## config.mk

```make
export PLATFORM = sky130hd
export DESIGN_NAME = eight_op_alu
export DESIGN_NICKNAME = d
export VERILOG_FILES = /design/src/rtl/alu_pkg.sv /design/src/rtl/alu_addsub.sv /design/src/rtl/alu_mul.sv /design/src/rtl/alu_logic.sv /design/src/rtl/eight_op_alu.sv
export SDC_FILE = /design/constraint.sdc
export NUM_CORES = 1
export LEC_CHECK = 0
export CORE_ASPECT_RATIO = 0.9
export CORE_MARGIN = 3
export CORE_UTILIZATION = 69
export DETAILED_ROUTE_END_ITERATION = 12
export PLACE_DENSITY = 0.95
export SLEW_MARGIN = 5
export SYNTH_ARGS = -nofsm -noshare
export SYNTH_HDL_FRONTEND = slang
export SYNTH_HIERARCHICAL = 1
export SYNTH_SLANG_ARGS = --single-unit
```

## constraint.sdc

```tcl
create_clock -name vclk -period 24.2
set_clock_uncertainty 0.2 [all_clocks]
set_input_delay 3.63 -clock vclk [all_inputs]
set_output_delay 3.63 -clock vclk [all_outputs]
set_load 0.1 [all_outputs]
```

## src/rtl/alu_pkg.sv

```systemverilog
package alu_pkg;
  localparam int unsigned FUNC_W = 3;

  typedef enum logic [FUNC_W-1:0] {
    FN_ADD = 3'b000,
    FN_INC = 3'b001,
    FN_SUB = 3'b010,
    FN_DEC = 3'b011,
    FN_MUL = 3'b100,
    FN_NOT = 3'b101,
    FN_XOR = 3'b110,
    FN_SHL = 3'b111
  } alu_fn_e;
endpackage

```

## src/rtl/alu_addsub.sv

```systemverilog
module alu_addsub #(
  parameter int unsigned DATA_W = 32
) (
  input  logic [DATA_W-1:0] a_i,
  input  logic [DATA_W-1:0] b_i,
  input  logic              use_one_i,  // swap b for constant 1
  output logic [DATA_W-1:0] sum_o,
  output logic [DATA_W-1:0] diff_o
);
  logic [DATA_W-1:0] opnd_b;

  assign opnd_b = use_one_i ? DATA_W'(1) : b_i;
  assign sum_o  = a_i + opnd_b;
  assign diff_o = a_i - opnd_b;
endmodule

```

## src/rtl/alu_mul.sv

```systemverilog
module alu_mul #(
  parameter int unsigned HALF_W = 16
) (
  input  logic [HALF_W-1:0]   a_i,
  input  logic [HALF_W-1:0]   b_i,
  output logic [2*HALF_W-1:0] prod_o
);
  logic [2*HALF_W-1:0] a_ext, b_ext;

  assign a_ext  = {{HALF_W{1'b0}}, a_i};
  assign b_ext  = {{HALF_W{1'b0}}, b_i};
  assign prod_o = a_ext * b_ext;
endmodule

```

## src/rtl/alu_logic.sv

```systemverilog
module alu_logic #(
  parameter int unsigned DATA_W  = 32,
  parameter int unsigned SHAMT_W = 5
) (
  input  logic [DATA_W-1:0]  a_i,
  input  logic [DATA_W-1:0]  b_i,
  input  logic [SHAMT_W-1:0] shamt_i,
  output logic [DATA_W-1:0]  inv_o,
  output logic [DATA_W-1:0]  xor_o,
  output logic [DATA_W-1:0]  shl_o
);
  assign inv_o = ~a_i;
  assign xor_o = a_i ^ b_i;
  assign shl_o = a_i << shamt_i;
endmodule

```

## src/rtl/eight_op_alu.sv

```systemverilog
module eight_op_alu
  import alu_pkg::*;
#(
  parameter int unsigned DATA_W = 32
) (
  input  logic [DATA_W-1:0] a_i,
  input  logic [DATA_W-1:0] b_i,
  input  logic [FUNC_W-1:0] func_i,
  output logic [DATA_W-1:0] r_o
);
  localparam int unsigned HALF_W  = DATA_W / 2;
  localparam int unsigned SHAMT_W = $clog2(DATA_W);

  logic [DATA_W-1:0] sum, diff, prod, inv, xr, shl;

  alu_addsub #(.DATA_W(DATA_W)) u_addsub (
    .a_i       (a_i),
    .b_i       (b_i),
    .use_one_i (func_i[0]),
    .sum_o     (sum),
    .diff_o    (diff)
  );

  alu_mul #(.HALF_W(HALF_W)) u_mul (
    .a_i    (a_i[HALF_W-1:0]),
    .b_i    (b_i[HALF_W-1:0]),
    .prod_o (prod)
  );

  alu_logic #(.DATA_W(DATA_W), .SHAMT_W(SHAMT_W)) u_logic (
    .a_i     (a_i),
    .b_i     (b_i),
    .shamt_i (b_i[SHAMT_W-1:0]),
    .inv_o   (inv),
    .xor_o   (xr),
    .shl_o   (shl)
  );

  always_comb begin
    case (func_i)
      FN_ADD, FN_INC: r_o = sum;
      FN_SUB, FN_DEC: r_o = diff;
      FN_MUL:         r_o = prod;
      FN_NOT:         r_o = inv;
      FN_XOR:         r_o = xr;
      FN_SHL:         r_o = shl;
      default:        r_o = '0;
    endcase
  end
endmodule

```

==> metrics.csv, run 1 <==
stage;metric;value;unit
place;detailed_place_hpwl;38800;µm
synth;synth_fa_ha_area_frac;0.378;
route;initialDrtViolationCount;1753;
sta;worstMarginPinSlew;1310;ps
synth;synth-compound-area-share;0.122;
grt;global_route.usage.total;0.391;
grt;grt_first_pass_wirelength;78900;µm
synth;yosys.area_share.xor_xnor;0.0655;
synth;synth.yosys.warnings;6;
sta;final_setup_fails;0;
synth;synthesis.area;0.0161;mm²
synth;synth_cell_type_count;87;
job;max-cap-violations;0;
route;routed_wl;49900;µm
route;vias_per_cell;6.59;
synth;synth.mux.area_fraction;0.157;
grt;gr-total-overflow;0;
synth;synth_area_leader_cell;sky130_fd_sc_hd__fa_1;
synth;synthesis.instances;1903;
die;io-pin-count;99;
min_path;hold_path_startpoint;func_i[2];
sta;timing.final.hold_violations;0;
synth;ys_top_cells_by_area;sky130_fd_sc_hd__fa_1 (24%), sky130_fd_sc_hd__ha_1 (13%), sky130_fd_sc_hd__mux4_2 (7.9%);
cts;post_cts_setup_buffer_count;0;
die;die_area;0.0251;mm²
grt;first_global_vias;14900;
die;floorplan.die.height;151;µm
synth;post-synth-top-area-fraction;0.244;
route;antenna_left;0;
status;status;finished, final reports clean;
min_path;whs_path_depth;4;
layout;post_route_cells_drive_above_1_share;0.0786;
worst_setup_path;cp.required;20370;ps
place;numPortBuffers;99;
layout;clock_buffer_count;0;
die;core-area;0.0227;mm²
worst_setup_path;critical_path.startpoint_type;primary input;
sta;setup_tns;0;ps
worst_setup_path;worstPathArrival;11800;ps
sta;period_minus_ws_final;15630;ps
layout;nets;2358;
layout;sequential_cell_area;0;µm²
synth;synth_simple_gate_area_share;0.172;
route;route.detailed.drc;0;
min_path;worstHoldPathType;in -> out;
cts;cts_repair_resize_count;0;
layout;instances_no_fill;2218;
die;std_cell_rows;52;
worst_setup_path;crit_path_start;a_i[9];
route;route.detailed.wl_per_inst;22.5;µm
layout;diodes;0;
cts;cts_hold_repair.buffers;0;
sta;finalMaxSlewViolations;0;
grt;antenna_found_initial;0;
die;chipWidth;167;µm
route;drt_pass1_iterations;9;
sta;relSlewSlack;0.119;
layout;sequential_cell_total;0;
place;gp_congestion;1.03;
synth;synth_top_family_by_area;adder cells;
worst_setup_path;critical_path_class;in -> out;
worst_setup_path;crit_fanout;24;
sta;fmax;0.0640;GHz
grt;grt_start_max_net_pins;56;
route;detailroute.via_count;14600;
worst_setup_path;setup.worst_path.end_class;output pin;
synth;synth_sequential_area_ratio;0;
synth;syn-mean-instance-area;8.44;µm²
die;initial_utilization;0.707;
place;placed_cell_count;2218;
layout;area.growth.synth_to_final;6.23;%
sta;final_min_period_over_clock_period;0.646;
sta;setup_repair_after_global_routing_missed_its_margin;false;
synth;synth.net_count;2338;
logic make-up after synthesis:
| kind of cell | after synthesis |
|---|---|
| AOI/OAI and AO/OA | 292 |
| xor gates and xnor gates | 120 |
| adders and majority gates | 368 |
| buffers and inverters | 421 |
| muxes | 151 |
| and+or+nand+nor | 551 |
stage by stage:
| step | setup WS, ps | hold slack, ps | utilization | area [µm²] |
|---|---|---|---|---|
| floorplan | 10810 | 7570 | - | 16100 |
| global placement | 8840 | 8960 | 0.751 | 17100 |
| detailed placement | 8660 | 8970 | 0.751 | 17100 |
| CTS | 8650 | 8970 | 0.751 | 17100 |
| global route | 8270 | 9010 | 0.751 | 17100 |
| finish | 8570 | 8970 | 0.751 | 17100 |
path summary, 6_finish.rpt:
| path | to | slack [ps] |
|---|---|---|
| worst max-delay path | r_o[26] | 8570 |
| worst min-delay path | r_o[24] | 8970 |
Yosys cell counts (18+ instances only):
cell,instances
sky130_fd_sc_hd__nand3_1,18
sky130_fd_sc_hd__nor2b_1,18
sky130_fd_sc_hd__mux2_4,33
sky130_fd_sc_hd__nand2b_1,37
sky130_fd_sc_hd__a21oi_1,88
sky130_fd_sc_hd__fa_1,196
sky130_fd_sc_hd__xor2_1,54
sky130_fd_sc_hd__ha_1,172
sky130_fd_sc_hd__mux4_2,56
sky130_fd_sc_hd__nor3_1,18
sky130_fd_sc_hd__and2_1,131
sky130_fd_sc_hd__nor2_1,83
sky130_fd_sc_hd__clkbuf_1,67
sky130_fd_sc_hd__nand2_1,194
sky130_fd_sc_hd__xnor2_1,66
sky130_fd_sc_hd__o21ai_0,37
sky130_fd_sc_hd__inv_1,318
sky130_fd_sc_hd__a21o_1,24
sky130_fd_sc_hd__mux2_1,33
layout make-up:
cell class | instances | area (µm²)
inverter | 321 | 1200
timing repair buffer | 118 | 1120
tap | 297 | 372
fill | 1572 | 5650
multi-input combinational | 1482 | 14400
cell usage in the layout, fill, tap and decap left out, types with 13 or more instances in the layout:
cell type and count:
sky130_fd_sc_hd__inv_1 318, sky130_fd_sc_hd__fa_1 196, sky130_fd_sc_hd__nand2_1 194, sky130_fd_sc_hd__ha_1 172, sky130_fd_sc_hd__and2_1 131, sky130_fd_sc_hd__clkdlybuf4s50_1 95
sky130_fd_sc_hd__a21oi_1 88, sky130_fd_sc_hd__nor2_1 83, sky130_fd_sc_hd__xnor2_1 66, sky130_fd_sc_hd__mux4_2 56, sky130_fd_sc_hd__xor2_1 54, sky130_fd_sc_hd__nand2b_1 37
sky130_fd_sc_hd__o21ai_0 37, sky130_fd_sc_hd__mux2_1 33, sky130_fd_sc_hd__mux2_4 33, sky130_fd_sc_hd__a21o_1 24, sky130_fd_sc_hd__buf_4 20, sky130_fd_sc_hd__nor2b_1 18
sky130_fd_sc_hd__nand3_1 18, sky130_fd_sc_hd__nor3_1 18, sky130_fd_sc_hd__o21bai_1 16, sky130_fd_sc_hd__mux2_2 15, sky130_fd_sc_hd__a31oi_1 13
per-layer routing:
metal / vias to the layer above / global-route usage / routed length, µm
met2: 998 / 0.627 / 22500
met3: 194 / 0.0780 / 5570
met1: 7111 / 0.528 / 19600
li1: 6306 / - / -
met5: - / 0 / 0
met4: 0 / 0.153 / 2230
worst max-delay path: stages:
cell,delay [ps]
sky130_fd_sc_hd__clkdlybuf4s50_1,990
sky130_fd_sc_hd__and2_1,480
sky130_fd_sc_hd__fa_1,550
sky130_fd_sc_hd__inv_1,50
sky130_fd_sc_hd__fa_1,390
sky130_fd_sc_hd__fa_1,550
sky130_fd_sc_hd__inv_1,70
sky130_fd_sc_hd__fa_1,460
sky130_fd_sc_hd__fa_1,530
sky130_fd_sc_hd__inv_1,50
sky130_fd_sc_hd__fa_1,480
sky130_fd_sc_hd__inv_1,50
sky130_fd_sc_hd__ha_1,370
sky130_fd_sc_hd__a21oi_1,180
sky130_fd_sc_hd__o21ai_0,180
sky130_fd_sc_hd__a21o_1,270
sky130_fd_sc_hd__a221oi_2,360
sky130_fd_sc_hd__a21boi_1,230
sky130_fd_sc_hd__xnor2_1,130
sky130_fd_sc_hd__mux2_1,310
sky130_fd_sc_hd__mux4_2,470
sky130_fd_sc_hd__clkdlybuf4s50_1,990
Power of run 1 is left out: the tool's default activity adds up to more than one toggle a clock period on the data nets, which glitch-free logic cannot reach.
==> run 2, diff against run 1 <==
--- a/config.mk
+++ b/config.mk
@@ -7,9 +7,9 @@
 export LEC_CHECK = 0
 export CORE_ASPECT_RATIO = 0.9
 export CORE_MARGIN = 3
-export CORE_UTILIZATION = 69
+export CORE_UTILIZATION = 64
 export DETAILED_ROUTE_END_ITERATION = 12
-export PLACE_DENSITY = 0.95
+export PLACE_DENSITY = 0.9
 export SLEW_MARGIN = 5
 export SYNTH_ARGS = -nofsm -noshare
 export SYNTH_HDL_FRONTEND = slang
==> constraint.sdc (replaced) <==
create_clock -name vclk -period 14.63
set_clock_uncertainty 0.2 [all_clocks]
set_input_delay 2.1945 -clock vclk [all_inputs]
set_output_delay 2.1945 -clock vclk [all_outputs]
set_load 0.1 [all_outputs]
==> run 2 against run 1 <==
Worst setup slack worse by 6800 ps. Sequential cell count unchanged. Utilization down 5.2 points. Worst hold slack worse by 2900 ps. Routed wire length down 3.3%. Die area up 7.5%. Sequential share of layout area unchanged. Non-clock buffer count down 1. Cell count up 1.7%. Global-route usage down 3.8 points. Cell area up 0.24%. Critical path depth unchanged.
==> metrics.csv, run 2 (synthesized netlist as in run 1, its figures left out) <==
stage;metric;value;unit;change
layout;sequential_cell_area;0;µm²;unchanged
worst_setup_path;crit_fanout;24;;unchanged
min_path;worstHoldPathType;in -> out;;unchanged
worst_setup_path;worstPathArrival;10420;ps;was 11,800 ps
layout;clock_buffer_count;0;;unchanged
layout;nFillCells;1901;;was 1,572
job;max-cap-violations;0;;unchanged
route;route.detailed.drc;0;;unchanged
place;numPortBuffers;99;;unchanged
layout;most_common_library_cell_in_the_layout_ignoring_fill_and_taps;sky130_fd_sc_hd__inv_1;;unchanged
sta;period_minus_ws_final;12810;ps;
sta;relSlewSlack;0.127;;was 0.119
layout;area.growth.synth_to_final;6.48;%;was 6.23%
layout;nets;2357;;was 2,358
die;chipWidth;173;µm;was 167 µm
sta;timing.final.hold_violations;0;;unchanged
grt;antenna_found_initial;0;;unchanged
die;initial_utilization;0.656;;was 0.707
worst_setup_path;worst_path_largest_cell_delay;990;ps;about the same
layout;multiInputGateArea;0.0144;mm²;unchanged
worst_setup_path;setup.worst_path.end_class;output pin;;unchanged
grt;global_route.usage.total;0.353;;was 0.391
grt;gr-total-overflow;0;;unchanged
die;core-area;0.0245;mm²;was 0.0227 mm²
sta;setup_repair_after_global_routing_missed_its_margin;false;;unchanged
worst_setup_path;cp.required;12240;ps;was 20,370 ps
worst_setup_path;critical_path.startpoint_type;primary input;;unchanged
place;gp_congestion;1.03;;about the same
layout;sequential_cell_total;0;;unchanged
route;initialDrtViolationCount;1709;;was 1,753
sta;worstMarginPinSlew;1290;ps;was 1310 ps
grt;first_global_vias;14600;;was 14,900
route;detailroute.via_count;14300;;was 14,600
worst_setup_path;slowest_stage;sky130_fd_sc_hd__clkdlybuf4s50_1;;unchanged
sta;setup_tns;0;ps;unchanged
sta;finalMaxSlewViolations;0;;unchanged
grt;grt_start_max_net_pins;56;;unchanged
layout;diodes;0;;unchanged
route;route.detailed.wl_per_inst;21.4;µm;was 22.5 µm
worst_setup_path;critPathBufInv;6;;unchanged
die;die_area;0.0270;mm²;was 0.0251 mm²
route;drt_pass1_iterations;8;;was 9
die;floorplan.die.height;156;µm;was 151 µm
grt;grt_first_pass_wirelength;77500;µm;was 78,900 µm
worst_setup_path;timing.critical_path.max_delay_family;adder cells;;unchanged
cts;post_cts_setup_buffer_count;0;;unchanged
layout;layout_common_cells;sky130_fd_sc_hd__inv_1 (318), sky130_fd_sc_hd__fa_1 (196), sky130_fd_sc_hd__nand2_1 (194);;unchanged
die;std_cell_rows;54;;was 52
route;antenna_left;0;;unchanged
place;detailed_place_hpwl;37900;µm;was 38,800 µm
cts;cts_repair_resize_count;0;;unchanged
worst_setup_path;critical_path_class;in -> out;;unchanged
min_path;whs_path_depth;4;;unchanged
sta;fmax;0.0780;GHz;
sta;final_setup_fails;0;;unchanged
die;io-pin-count;99;;unchanged
cts;cts_hold_repair.buffers;0;;unchanged
worst_setup_path;cell_count_along_the_critical_path;22;;unchanged
status;status;finished, final reports clean;;unchanged
layout;post_route_cells_drive_above_1_share;0.0781;;was 0.0786
route;routed_wl;48300;µm;was 49,900 µm
worst_setup_path;worstPathCellList;clkdlybuf4s50_1 -> and2_1 -> fa_1 -> inv_1 -> fa_1 -> fa_1 -> fa_1 -> inv_1 -> fa_1 -> inv_1 -> fa_1 -> inv_1 -> ha_1 -> and2_4 -> nand3_2 -> or2_0 -> o21ba_1 -> a2111oi_0 -> nor3_1 -> mux2_1 -> mux4_2 -> clkdlybuf4s50_1;;was clkdlybuf4s50_1 -> and2_1 -> fa_1 -> inv_1 -> fa_1 -> fa_1 -> inv_1 -> fa_1 -> fa_1 -> inv_1 -> fa_1 -> inv_1 -> ha_1 -> a21oi_1 -> o21ai_0 -> a21o_1 -> a221oi_2 -> a21boi_1 -> xnor2_1 -> mux2_1 -> mux4_2 -> clkdlybuf4s50_1
sta;final_min_period_over_clock_period;0.876;;
worst_setup_path;crit_top_cell;sky130_fd_sc_hd__fa_1;;unchanged
route;vias_per_cell;6.34;;was 6.59
## run 2: area by class of cell
type	instances	area share
Inverter	321	0.0705
Multi-Input combinational cell	1482	0.840
Tap cell	336	0.0246
Timing Repair Buffer	117	0.0649
## run 2: path summary, 6_finish.rpt
kind / startpoint / endpoint
worst max-delay path: a_i[7] / r_o[30]
worst min-delay path: func_i[2] / r_o[31]
## run 2: routing by layer
layer / routed length [µm] / vias to the layer above / track usage
met2: 22000 / 845 / 0.571
met4: 1800 / 0 / 0.112
met5: 0 / - / 0
met3: 4680 / 143 / 0.0529
li1: - / 6300 / -
met1: 19900 / 7019 / 0.493
## run 2: per-stage QoR
step	utilization	hold slack, ps	cell area [µm²]	instances	setup WS (ps)
floorplan	-	4700	16100	1903	4110
global route	0.699	6170	17100	2256	1440
global placement	0.699	6110	17100	2256	1940
detailed placement	0.699	6130	17100	2256	1860
CTS	0.699	6130	17100	2256	1840
finish	0.699	6110	17100	2256	1820
Power of run 2 is left out for the same reason.
